`config.mk`:
```
export PLATFORM = sky130hd
export DESIGN_NAME = dual_osc_tconv
export DESIGN_NICKNAME = d
export VERILOG_FILES = /design/src/rtl/tconv_pkg.sv /design/src/rtl/tconv_refcnt.sv /design/src/rtl/tconv_gatecnt.sv /design/src/rtl/tconv_accum.sv /design/src/rtl/dual_osc_tconv.sv
export SDC_FILE = /design/constraint.sdc
export NUM_CORES = 1
export LEC_CHECK = 0
export BUFFER_PORTS_ARGS = -buffer_cell sky130_fd_sc_hd__buf_2
export CORE_MARGIN = 2
export CORE_UTILIZATION = 50
export CTS_CLUSTER_DIAMETER = 120
export DETAILED_ROUTE_END_ITERATION = 8
export HOLD_SLACK_MARGIN = 0.06
export PLACE_DENSITY = 0.71
export REMOVE_ABC_BUFFERS = 1
export SLEW_MARGIN = 20
export SYNTH_ARGS = -nofsm -noshare
export SYNTH_HDL_FRONTEND = slang
export SYNTH_HIERARCHICAL = 1
export SYNTH_SLANG_ARGS = --single-unit
```
`constraint.sdc`:
```
create_clock -name clk -period 3.8 [get_ports clk]
set_clock_uncertainty 0.05 [all_clocks]
set_input_delay 0.19 -clock clk [delete_from_list [all_inputs] [get_ports clk]]
set_output_delay 0.19 -clock clk [all_outputs]
set_load 0.02 [all_outputs]
```
`src/rtl/tconv_pkg.sv`:
```
package tconv_pkg;

  // Next reading after one step, clamped at the top of the range.
  function automatic int temp_after_step(int cur, int top);
    if (cur >= top) return top;
    return cur + 1;
  endfunction

  // Reload interval after a step: previous interval plus slope, clamped to the counter range.
  function automatic longint widen_interval(longint cur, longint inc, longint cap);
    longint sum;
    sum = cur + inc;
    if (sum > cap) return cap;
    return sum;
  endfunction

endpackage

```
`src/rtl/tconv_refcnt.sv`:
```
module tconv_refcnt #(
  parameter int CNT_W    = 16,
  parameter int SLOPE_W  = 8,
  parameter int REF_BASE = 100
) (
  input  logic               clk,
  input  logic               rst_n,
  input  logic               load,
  input  logic               tick,
  input  logic [SLOPE_W-1:0] slope,
  output logic               step
);
  localparam longint CNT_MAX = (longint'(1) << CNT_W) - 1;
  localparam logic [CNT_W-1:0] PRESET = CNT_W'(REF_BASE);

  logic [CNT_W-1:0]   cnt_q;
  logic [CNT_W-1:0]   interval_q;
  logic [SLOPE_W-1:0] slope_q;
  logic [CNT_W-1:0]   interval_nxt;

  assign step = tick && (cnt_q == CNT_W'(1));

  always_comb begin
    interval_nxt = CNT_W'(tconv_pkg::widen_interval(longint'(interval_q),
                                                    longint'(slope_q), CNT_MAX));
  end

  always_ff @(posedge clk or negedge rst_n) begin
    if (!rst_n) begin
      cnt_q      <= '0;
      interval_q <= '0;
      slope_q    <= '0;
    end else if (load) begin
      cnt_q      <= PRESET;
      interval_q <= PRESET;
      slope_q    <= slope;
    end else if (step) begin
      cnt_q      <= interval_nxt;
      interval_q <= interval_nxt;
    end else if (tick) begin
      cnt_q      <= cnt_q - CNT_W'(1);
    end
  end
endmodule

```
`src/rtl/tconv_gatecnt.sv`:
```
module tconv_gatecnt #(
  parameter int CNT_W     = 16,
  parameter int GATE_BASE = 1000
) (
  input  logic clk,
  input  logic rst_n,
  input  logic load,
  input  logic tick,
  output logic window_end
);
  logic [CNT_W-1:0] cnt_q;

  assign window_end = tick && (cnt_q == CNT_W'(1));

  always_ff @(posedge clk or negedge rst_n) begin
    if (!rst_n)    cnt_q <= '0;
    else if (load) cnt_q <= CNT_W'(GATE_BASE);
    else if (tick) cnt_q <= cnt_q - CNT_W'(1);
  end
endmodule

```
`src/rtl/tconv_accum.sv`:
```
module tconv_accum #(
  parameter int TEMP_W = 9,
  parameter int BASE_T = -110,
  parameter int MAX_T  = 250
) (
  input  logic                     clk,
  input  logic                     rst_n,
  input  logic                     load,
  input  logic                     inc,
  output logic signed [TEMP_W-1:0] temp
);
  logic signed [TEMP_W-1:0] temp_q;
  logic signed [TEMP_W-1:0] temp_nxt;

  always_comb temp_nxt = TEMP_W'(tconv_pkg::temp_after_step(int'(temp_q), MAX_T));

  always_ff @(posedge clk or negedge rst_n) begin
    if (!rst_n)    temp_q <= '0;
    else if (load) temp_q <= TEMP_W'(BASE_T);
    else if (inc)  temp_q <= temp_nxt;
  end

  assign temp = temp_q;
endmodule

```
`src/rtl/dual_osc_tconv.sv`:
```
module dual_osc_tconv #(
  parameter int TEMP_W    = 9,
  parameter int BASE_T    = -110,
  parameter int MAX_T     = 250,
  parameter int CNT_W     = 16,
  parameter int SLOPE_W   = 8,
  parameter int REF_BASE  = 100,
  parameter int GATE_BASE = 1000
) (
  input  logic                     clk,
  input  logic                     rst_n,
  input  logic                     start_i,
  input  logic                     ref_tick_i,
  input  logic                     gate_tick_i,
  input  logic [SLOPE_W-1:0]       slope_step_i,
  output logic signed [TEMP_W-1:0] temp_o,
  output logic                     done_o
);
  logic busy_q;
  logic done_q;
  logic conv_start;
  logic ref_en;
  logic gate_en;
  logic step_evt;
  logic window_end;

  assign conv_start = start_i && !busy_q;
  assign gate_en    = busy_q && gate_tick_i;
  assign ref_en     = busy_q && ref_tick_i && !window_end;

  tconv_gatecnt #(.CNT_W(CNT_W), .GATE_BASE(GATE_BASE)) gate_i (
    .clk(clk), .rst_n(rst_n), .load(conv_start), .tick(gate_en), .window_end(window_end)
  );

  tconv_refcnt #(.CNT_W(CNT_W), .SLOPE_W(SLOPE_W), .REF_BASE(REF_BASE)) ref_i (
    .clk(clk), .rst_n(rst_n), .load(conv_start), .tick(ref_en),
    .slope(slope_step_i), .step(step_evt)
  );

  tconv_accum #(.TEMP_W(TEMP_W), .BASE_T(BASE_T), .MAX_T(MAX_T)) acc_i (
    .clk(clk), .rst_n(rst_n), .load(conv_start), .inc(step_evt), .temp(temp_o)
  );

  always_ff @(posedge clk or negedge rst_n) begin
    if (!rst_n) begin
      busy_q <= 1'b0;
      done_q <= 1'b0;
    end else begin
      done_q <= window_end;
      if (conv_start)      busy_q <= 1'b1;
      else if (window_end) busy_q <= 1'b0;
    end
  end

  assign done_o = done_q;
endmodule

```
==> impl_metrics.yaml, run 1 <==
final_layout:
  drive_above_1_share: 0.158
  fin_area_um2: 4430
  syn_to_final_growth_pct: 11.3
  antennaDiodeCount: 0
  most-common-layout-cells: "dfrtp_1 (67), nor2_1 (27), a21oi_1 (24)"
  final_common_cell: "dfrtp_1"
  layout.nets: 468
place:
  routabilityCongestion: 0.840
  portBuffers: 22
  place_ws_ns: 0.432
  dpl_cell_area_um2: 4160
  hpwlAfterDp_um: 6010
route:
  wl_per_cell_um: 16.1
  antenna_left: 0
  wl_um: 8770
  routed_via_density: 6.04
  num_vias: 3297
  drt-pass1-iter-count: 4
  drt-met1-wl_um: 3990
  wl_met2_um: 4250
  top_layer: "met4"
  drt_iter0_drc: 173
  drc: 0
  wl_met3_um: 379
timing:
  tns_ns: 0
  whs_ns: 0.301
  setup_violations: 0
  slew_violations: 0
  max_clock_freq_mhz: 297
  tightest_slew_ns: 0.854
  min_period_ns: 3.37
  fin_ws_ns: 0.432
  grt_setup_unrepaired: "false"
  max-slew-margin-rel: 0.426
  hold_viol_final: 0
  fin_crit_sh: 0.886
setup_path:
  endpoint_kind: "flop"
  worst-path-max-fanout: 30
  crit_buf_inv: 2
  slowest_delay_ns: 0.43
  crit_family: "simple AND/OR/NAND/NOR gates"
  crit_path_start_kind: "flop"
  worstSetupPathType: "reg -> reg"
  path_cells: "or3_4 > or4_4 > nor4_1 > inv_1 > and3_1 > nand4b_1 > or3_1 > clkinv_4 > nand2b_1 > nor2_1 > a2111oi_2"
  cp_slowest_cell: "dfrtp_1"
  cp.required_ns: 3.99
  arrival_ns: 3.55
clocking:
  clk_pin_slew_ns: 0.07
  cts_max_level: 3
  cts.sinks: 67
  clock_latency_ns: 0.34
  cts_post_setup_buffers_inserted: 0
  numCtsBuffers: 9
  cts_tree: "done"
  ctsResizeCount: 0
  root_buffer: "clkbuf_8"
  clock_path_buffers: 2
logic_synthesis:
  yosysWarnings: 6
  avgSynthCellArea_um2: 9.68
  synthDistinctLibCells: 70
  netlist.area_leader.share: 0.421
  synthFlopType: "dfrtp_1"
  syn_area_um2: 3980
  synth_seq_area_share: 0.421
  synthTopCellsByArea: "dfrtp_1 (42%), ha_1 (4.4%), a21oi_1 (3.0%)"
  synth_edf_count: 0
  yosysTopAreaCell: "dfrtp_1"
  synth-seq-cells: 67
  async_flop_share: 1.00
  netlist_instances: 411
floorplan:
  die_area_um2: 8690
  initial_core_util: 0.515
  dieHeight_um: 93.2
  pin_count: 23
  die_x_um: 93.2
  core_um2: 7730
  fp-row-count: 32
power:
  clkPwrFrac: 0.265
  pwr-share-comb: 0.289
  leakage_nw: 1.85
  p_int_mw: 1.40
  power.share.sequential: 0.446
  switching_share: 0.338
  powerDensity_nw_per_um2: 477
  ir_worst_vdd_v: 0.000302
  totalPowerFinal_mw: 2.11
  p_sw_uw: 714
grt:
  overflow: 0
  grt_pass1_vias: 3216
  antenna_found_initial: 0
  grt_pass1_wl_um: 15500
  grt_start_max_net_pins: 69
  grt_util_all_layers: 0.223
status:
  outcome: "complete, no violations"
flow_run:
  cap_violations: 0
hold_path:
  min_path_type: "in -> reg"
-- timing repair --
item | in CTS | in global routing
hold endpoints to repair | 52 | 0
setup endpoints to repair | 0 | 0
hold buffers | 9 | 0
-- power groups by stage --
stage               sequential [mW]  clock [mW]  combinational (mW)
global placement              0.945           0               0.585
finish                        0.941       0.559               0.611
floorplan                     0.927           0               0.460
CTS                           0.940       0.571               0.611
global route                  0.961       0.602               0.691
detailed placement            0.953           0               0.597
-- per-layer routing --
layer  global-route usage  vias up
li1                     -     1598
met5                    0        -
met4               0.0760        0
met2                0.344       85
met1                0.313     1601
met3               0.0443       13
-- flip-flops by register name (all words and copies together), names as in the netlist --
| signal | count |
|---|---|
| acc_i/temp | 9 |
| busy_q | 1 |
| done_o | 1 |
| gate_i/cnt_q | 16 |
| ref_i/cnt_q | 16 |
| ref_i/interval_q | 16 |
| ref_i/slope_q | 8 |
-- worst reg2reg max path, cell delays in order (launching register included) --
cell and delay [ns]:
dfrtp_1 0.43, or3_4 0.41, or4_4 0.43, nor4_1 0.31
inv_1 0.09, and3_1 0.20, nand4b_1 0.17, or3_1 0.21
clkinv_4 0.22, nand2b_1 0.33, nor2_1 0.14, a2111oi_2 0.27
-- Yosys cell counts, drive strengths merged (6+ instances only) --
cell type / n
nand4: 6
nand3: 21
o21ai: 19
nor4: 6
or3: 6
inv: 15
mux2: 10
xnor2: 7
a21oi: 24
nor2: 28
nand2b: 9
clkbuf: 12
o21a: 8
o31ai: 7
or4: 6
buf: 6
dfrtp: 67
ha: 14
xor2: 11
nor2b: 6
a31oi: 9
a211oi: 9
nor3: 14
nand2: 23
-- path summary, 6_finish.rpt --
path,start,endpoint,slack (ns),cells past startpoint
hold / removal,gate_tick_i,gate_i/cnt_q[1],0.30,3
hold reg to reg,gate_i/cnt_q[15],done_o,0.42,1
max in group asynchronous,rst_n,ref_i/interval_q[13],2.63,3
min in group asynchronous,rst_n,ref_i/interval_q[1],0.34,2
setup reg to reg,gate_i/cnt_q[9],ref_i/cnt_q[4],0.43,11
setup / recovery,gate_i/cnt_q[9],ref_i/cnt_q[4],0.43,11
-- logic make-up (layout without fill, tap and decap cells) --
group,after synthesis,count (layout),share of synthesized area
muxes,13,13,0.0358
adders and majority gates,15,15,0.0490
AOI/OAI and AO/OA,113,113,0.199
and+or+nand+nor,151,151,0.214
DFF,67,67,0.421
xor gates and xnor gates,18,18,0.0396
buffers and inverters,34,67,0.0412
-- stage by stage --
step / instances / utilization
global route: 546 / 0.573
floorplan: 393 / -
finish: 546 / 0.573
detailed placement: 522 / 0.539
global placement: 522 / 0.539
CTS: 546 / 0.573
-- final cells by class --
class / instances / area [um2]
Multi-Input combinational cell: 310 / 2140
Inverter: 16 / 65.1
Tap cell: 102 / 128
Clock buffer: 12 / 135
Timing Repair Buffer: 36 / 240
Clock inverter: 3 / 40.0
Sequential cell: 67 / 1680
Fill cell: 673 / 3300
Note: power is estimated with default switching activity, not from simulation.
==> run 2, diff against run 1 <==
--- a/config.mk
+++ b/config.mk
@@ -6,7 +6,7 @@
 export NUM_CORES = 1
 export LEC_CHECK = 0
 export BUFFER_PORTS_ARGS = -buffer_cell sky130_fd_sc_hd__buf_2
-export CORE_MARGIN = 2
+export CORE_MARGIN = 5
 export CORE_UTILIZATION = 50
 export CTS_CLUSTER_DIAMETER = 120
 export DETAILED_ROUTE_END_ITERATION = 8
==> run 2 against run 1 <==
  * Maximum frequency down 1.3%
  * Via count is 1.3% lower
  * First-iteration DRC count increased by 17%
  * Die area is 13% higher
  * Clock power up 7.9%
  * Routed wire length up 2.1%
  * Cell area grew 0.37%
  * Critical path type unchanged
  * Utilization up 0.21 points
  * Worst setup slack lost 0.046 ns
  * Combinational power rose by 1%
  * Sequential power about the same
  * Critical endpoint unchanged
==> impl_metrics.yaml, run 2 (synthesis gave the netlist of run 1 again) <==
status:
  outcome: "complete, no violations"
setup_path:
  crit_path_start_kind: "flop"
  worstSetupPathType: "reg -> reg"
  arrival_ns: 3.59
  crit_family: "simple AND/OR/NAND/NOR gates"
  worst-path-max-fanout: 30
  cp_slowest_cell: "dfrtp_1"
  slowest_delay_ns: 0.43
  path_cells: "or3_4 > or4_4 > nor4_1 > inv_1 > and3_1 > nand4b_1 > or3_1 > clkinv_4 > nand2b_1 > nor2_1 > a2111oi_2"
  cp.required_ns: 3.97
  crit_buf_inv: 2
  endpoint_kind: "flop"
grt:
  grt_pass1_wl_um: 15500
  grt_pass1_vias: 3196
  grt_start_max_net_pins: 69
  grt_util_all_layers: 0.191
  overflow: 0
  antenna_found_initial: 0
route:
  wl_per_cell_um: 16.4
  drc: 0
  wl_um: 8950
  drt_iter0_drc: 202
  antenna_left: 0
  num_vias: 3255
  drt-pass1-iter-count: 4
  routed_via_density: 5.96
clocking:
  hold_buffers: 9
  root_buffer: "clkbuf_8"
  cts_tree: "done"
  ctsResizeCount: 0
  cts_max_level: 3
  cts_post_setup_buffers_inserted: 0
  clock_latency_ns: 0.34
  numCtsBuffers: 9
  cts.sinks: 67
  clock_path_buffers: 2
  clk_pin_slew_ns: 0.07
final_layout:
  most-common-layout-cells: "dfrtp_1 (67), nor2_1 (27), a21oi_1 (24)"
  layout.nets: 468
  largestRegisters: "gate_i/cnt_q x16, ref_i/cnt_q x16, ref_i/interval_q x16"
  syn_to_final_growth_pct: 11.7
  antennaDiodeCount: 0
  drive_above_1_share: 0.160
  final_common_cell: "dfrtp_1"
timing:
  max_clock_freq_mhz: 293
  fin_crit_sh: 0.898
  setup_violations: 0
  grt_setup_unrepaired: "false"
  slew_violations: 0
  tns_ns: 0
  min_period_ns: 3.41
  hold_viol_final: 0
  tightest_slew_ns: 0.788
  max-slew-margin-rel: 0.469
  whs_ns: 0.301
power:
  switching_share: 0.337
  clkPwrFrac: 0.279
  pwr-share-comb: 0.286
  ir_worst_vdd_v: 0.000331
  powerDensity_nw_per_um2: 486
  p_int_mw: 1.43
  leakage_nw: 1.86
  power.share.sequential: 0.435
  totalPowerFinal_mw: 2.16
  p_sw_uw: 728
floorplan:
  die_x_um: 99.2
  dieHeight_um: 99.2
  pin_count: 23
  fp-row-count: 32
  die_area_um2: 9840
  core_um2: 7730
  initial_core_util: 0.515
place:
  portBuffers: 22
  routabilityCongestion: 0.831
  hpwlAfterDp_um: 5950
flow_run:
  cap_violations: 0
hold_path:
  min_path_type: "in -> reg"
run 2: changes by cell type in the layout (fill, tap and decap cells not counted):
| cell | previous run | this run |
|---|---|---|
| buf_2 | 21 | 22 |
| clkinv_2 | 2 | 1 |
| clkbuf_1 | 3 | 2 |
| clkbuf_8 | 9 | 11 |
| buf_4 | 6 | 5 |
run 2: path summary, 6_finish.rpt:
kind	cells past startpoint	startpoint	slack, ns	endpoint
max in group asynchronous	3	rst_n	2.37	acc_i/temp[6]
min reg2reg	1	gate_i/cnt_q[15]	0.43	done_o
max reg2reg	11	gate_i/cnt_q[9]	0.39	ref_i/cnt_q[4]
max	11	gate_i/cnt_q[9]	0.39	ref_i/cnt_q[4]
min in group asynchronous	2	rst_n	0.37	ref_i/interval_q[1]
min	3	gate_tick_i	0.30	gate_i/cnt_q[1]
run 2: per-stage QoR:
| step | utilization | cell area (um2) | setup WS [ns] | cells |
|---|---|---|---|---|
| 2_1_floorplan | - | 3880 | 0.0527 | 393 |
| 3_3_place_gp | 0.539 | 4160 | 0.554 | 522 |
| 3_5_place_dp | 0.539 | 4160 | 0.421 | 522 |
| 4_1_cts | 0.575 | 4450 | 0.402 | 546 |
| 5_1_grt | 0.575 | 4450 | 0.0609 | 546 |
| 6_report | 0.575 | 4450 | 0.386 | 546 |
run 2: layer usage:
metal / vias up / part of all wire / track usage
li1: 1590 / - / -
met1: 1578 / 0.47 / 0.256
met2: 73 / 0.48 / 0.308
met3: 14 / 0.037 / 0.0470
met4: 0 / 0.014 / 0.0578
met5: - / 0 / 0
run 2: cell type report:
cell class,count,area (um2)
inverters,16,65.1
well taps,102,128
multi-input cells,310,2140
repair buffers,36,238
flip-flops and latches,67,1680
clock inverters,2,35.0
clock buffers,13,159
fillers,686,3280
run 2: worst min-delay path, cell delays in order:
cell      delay [ns]
buf_2           0.07
and2_1          0.26
a211oi_1        0.12
run 2: power groups by stage:
stage	sequential [mW]	clock, mW	combinational [mW]
final	0.940	0.603	0.619
after global routing	0.957	0.651	0.695
after CTS	0.938	0.622	0.618
after detailed placement	0.950	0	0.602
after global placement	0.945	0	0.584
after floorplan	0.927	0	0.460
==> run 3, diff against run 2 <==
--- a/config.mk
+++ b/config.mk
@@ -6,13 +6,12 @@
 export NUM_CORES = 1
 export LEC_CHECK = 0
 export BUFFER_PORTS_ARGS = -buffer_cell sky130_fd_sc_hd__buf_2
-export CORE_MARGIN = 5
+export CORE_MARGIN = 3
 export CORE_UTILIZATION = 50
 export CTS_CLUSTER_DIAMETER = 120
 export DETAILED_ROUTE_END_ITERATION = 8
 export HOLD_SLACK_MARGIN = 0.06
 export PLACE_DENSITY = 0.71
-export REMOVE_ABC_BUFFERS = 1
 export SLEW_MARGIN = 20
 export SYNTH_ARGS = -nofsm -noshare
 export SYNTH_HDL_FRONTEND = slang
==> run 3 against run 2 <==
  * Die area decreased by 7.9%
  * Utilization grew 1.8 points
  * Critical path depth did not move
  * Hold slack better by 0.025 ns
  * Clock power fell by 3.3%
  * Routed wire length down 5.7%
  * Global-route usage grew 1.0 points
  * Cell area hardly changed
  * Critical path type unchanged
  * Critical endpoint is now acc_i/temp[5]
  * Largest power group unchanged
==> impl_metrics.yaml, run 3 (synthesis gave the netlist of run 1 again) <==
place:
  dpl_cell_area_um2: 4160
  place_ws_ns: 0.398
  portBuffers: 22
  hpwlAfterDp_um: 5720
  placed_cells: 519
  routabilityCongestion: 0.830
route:
  routed_via_density: 5.98
  wl_um: 8440
  antenna_left: 0
  drc: 0
  wl_met3_um: 306
  num_vias: 3253
  top_layer: "met4"
  wl_met2_um: 3870
  drt-met1-wl_um: 4200
  wl_per_cell_um: 15.5
  drt-pass1-iter-count: 5
  drt_iter0_drc: 261
timing:
  max-slew-margin-rel: 0.414
  min_period_ns: 3.43
  max_clock_freq_mhz: 292
  tns_ns: 0
  slew_violations: 0
  setup_violations: 0
  fin_ws_ns: 0.371
  hold_viol_final: 0
  tightest_slew_ns: 0.872
  fin_crit_sh: 0.902
  whs_ns: 0.326
  grt_setup_unrepaired: "false"
final_layout:
  fill_cells: 660
  final_cells: 544
  antennaDiodeCount: 0
  drive_above_1_share: 0.162
  largestRegisters: "gate_i/cnt_q x16, ref_i/cnt_q x16, ref_i/interval_q x16"
  layout.nets: 468
  fin_area_um2: 4440
  syn_to_final_growth_pct: 11.6
  most-common-layout-cells: "dfrtp_1 (67), nor2_1 (27), a21oi_1 (24)"
  final_common_cell: "dfrtp_1"
  utilization: 0.594
clocking:
  ctsResizeCount: 0
  root_buffer: "clkbuf_8"
  cts.sinks: 67
  clock_latency_ns: 0.32
  cts_max_level: 3
  cts_post_setup_buffers_inserted: 0
  cts_tree: "done"
  numCtsBuffers: 9
  clk_pin_slew_ns: 0.08
  hold_buffers: 9
  clock_path_buffers: 2
setup_path:
  cp.required_ns: 3.99
  arrival_ns: 3.62
  cp_slowest_cell: "dfrtp_1"
  worst-path-max-fanout: 30
  path_cells: "or3_4 > or4_4 > nor4_1 > inv_1 > and3_1 > nand4b_1 > or3_1 > clkinv_4 > and4_1 > and4b_1 > a211oi_2"
  rrSetupSlack_ns: 0.37
  slowest_delay_ns: 0.44
  crit_path_start_kind: "flop"
  endpoint_kind: "flop"
  worstSetupPathType: "reg -> reg"
grt:
  grt_pass1_vias: 3044
  overflow: 0
  grt_pass1_wl_um: 14600
  grt_util_all_layers: 0.202
  antenna_found_initial: 0
  grt_start_max_net_pins: 69
flow_run:
  cap_violations: 0
power:
  powerDensity_nw_per_um2: 478
  leakage_nw: 1.86
  totalPowerFinal_mw: 2.12
  ir_worst_vdd_v: 0.000439
hold_path:
  min_path_type: "in -> reg"
floorplan:
  pin_count: 23
  dieHeight_um: 95.2
  die_x_um: 95.2
  die_area_um2: 9070
  core_um2: 7490
  initial_core_util: 0.532
  fp-row-count: 31
logic_synthesis:
  syn-num-nets: 439
status:
  outcome: "complete, no violations"
==> run 3: changes by cell type in the layout (fill, tap and decap cells not counted) <==
cell / delta
clkbuf_8: -2
clkinv_4: +2
buf_2: -1
buf_4: +1
inv_6: +1
==> run 3: cell type report <==
| class | count | area (um2) | area share |
|---|---|---|---|
| clock buffer | 11 | 131 | 0.0296 |
| clock inverter | 5 | 61.3 | 0.0138 |
| inverter | 16 | 65.1 | 0.0146 |
| multi-input combinational | 310 | 2140 | 0.483 |
| sequential | 67 | 1680 | 0.377 |
| tap | 99 | 124 | 0.0279 |
| timing repair buffer | 36 | 240 | 0.0541 |
==> run 3: final timing paths <==
check | startpoint | cells past startpoint | to
worst max register to register | gate_i/cnt_q[9] | 11 | acc_i/temp[5]
max in group asynchronous | rst_n | 3 | ref_i/interval_q[15]
min in group asynchronous | rst_n | 2 | acc_i/temp[7]
worst min-delay path | gate_tick_i | 3 | gate_i/cnt_q[1]
worst max-delay path | gate_i/cnt_q[9] | 11 | acc_i/temp[5]
worst min register to register | gate_i/cnt_q[15] | 1 | done_o
==> run 3: report_power, final <==
part	internal (mW)	leakage (nW)	switching, mW
Combinational	0.269	0.941	0.336
Clock	0.308	0.0979	0.276
Sequential	0.826	0.822	0.108
Total	1.40	1.86	0.720
==> run 3: routing by layer <==
layer  vias to the layer above  GRT usage
met5                         -          0
met4                         0     0.0661
met3                         4     0.0316
met2                        71      0.303
met1                      1582      0.298
li1                       1596          -
==> run 3: critical path: cells and delay by family (launching register included) <==
family,cells,cell delay (ns)
AOI/OAI and AO/OA,1,0.20
buffers and inverters,2,0.34
DFF,1,0.44
and+or+nand+nor,8,2.33
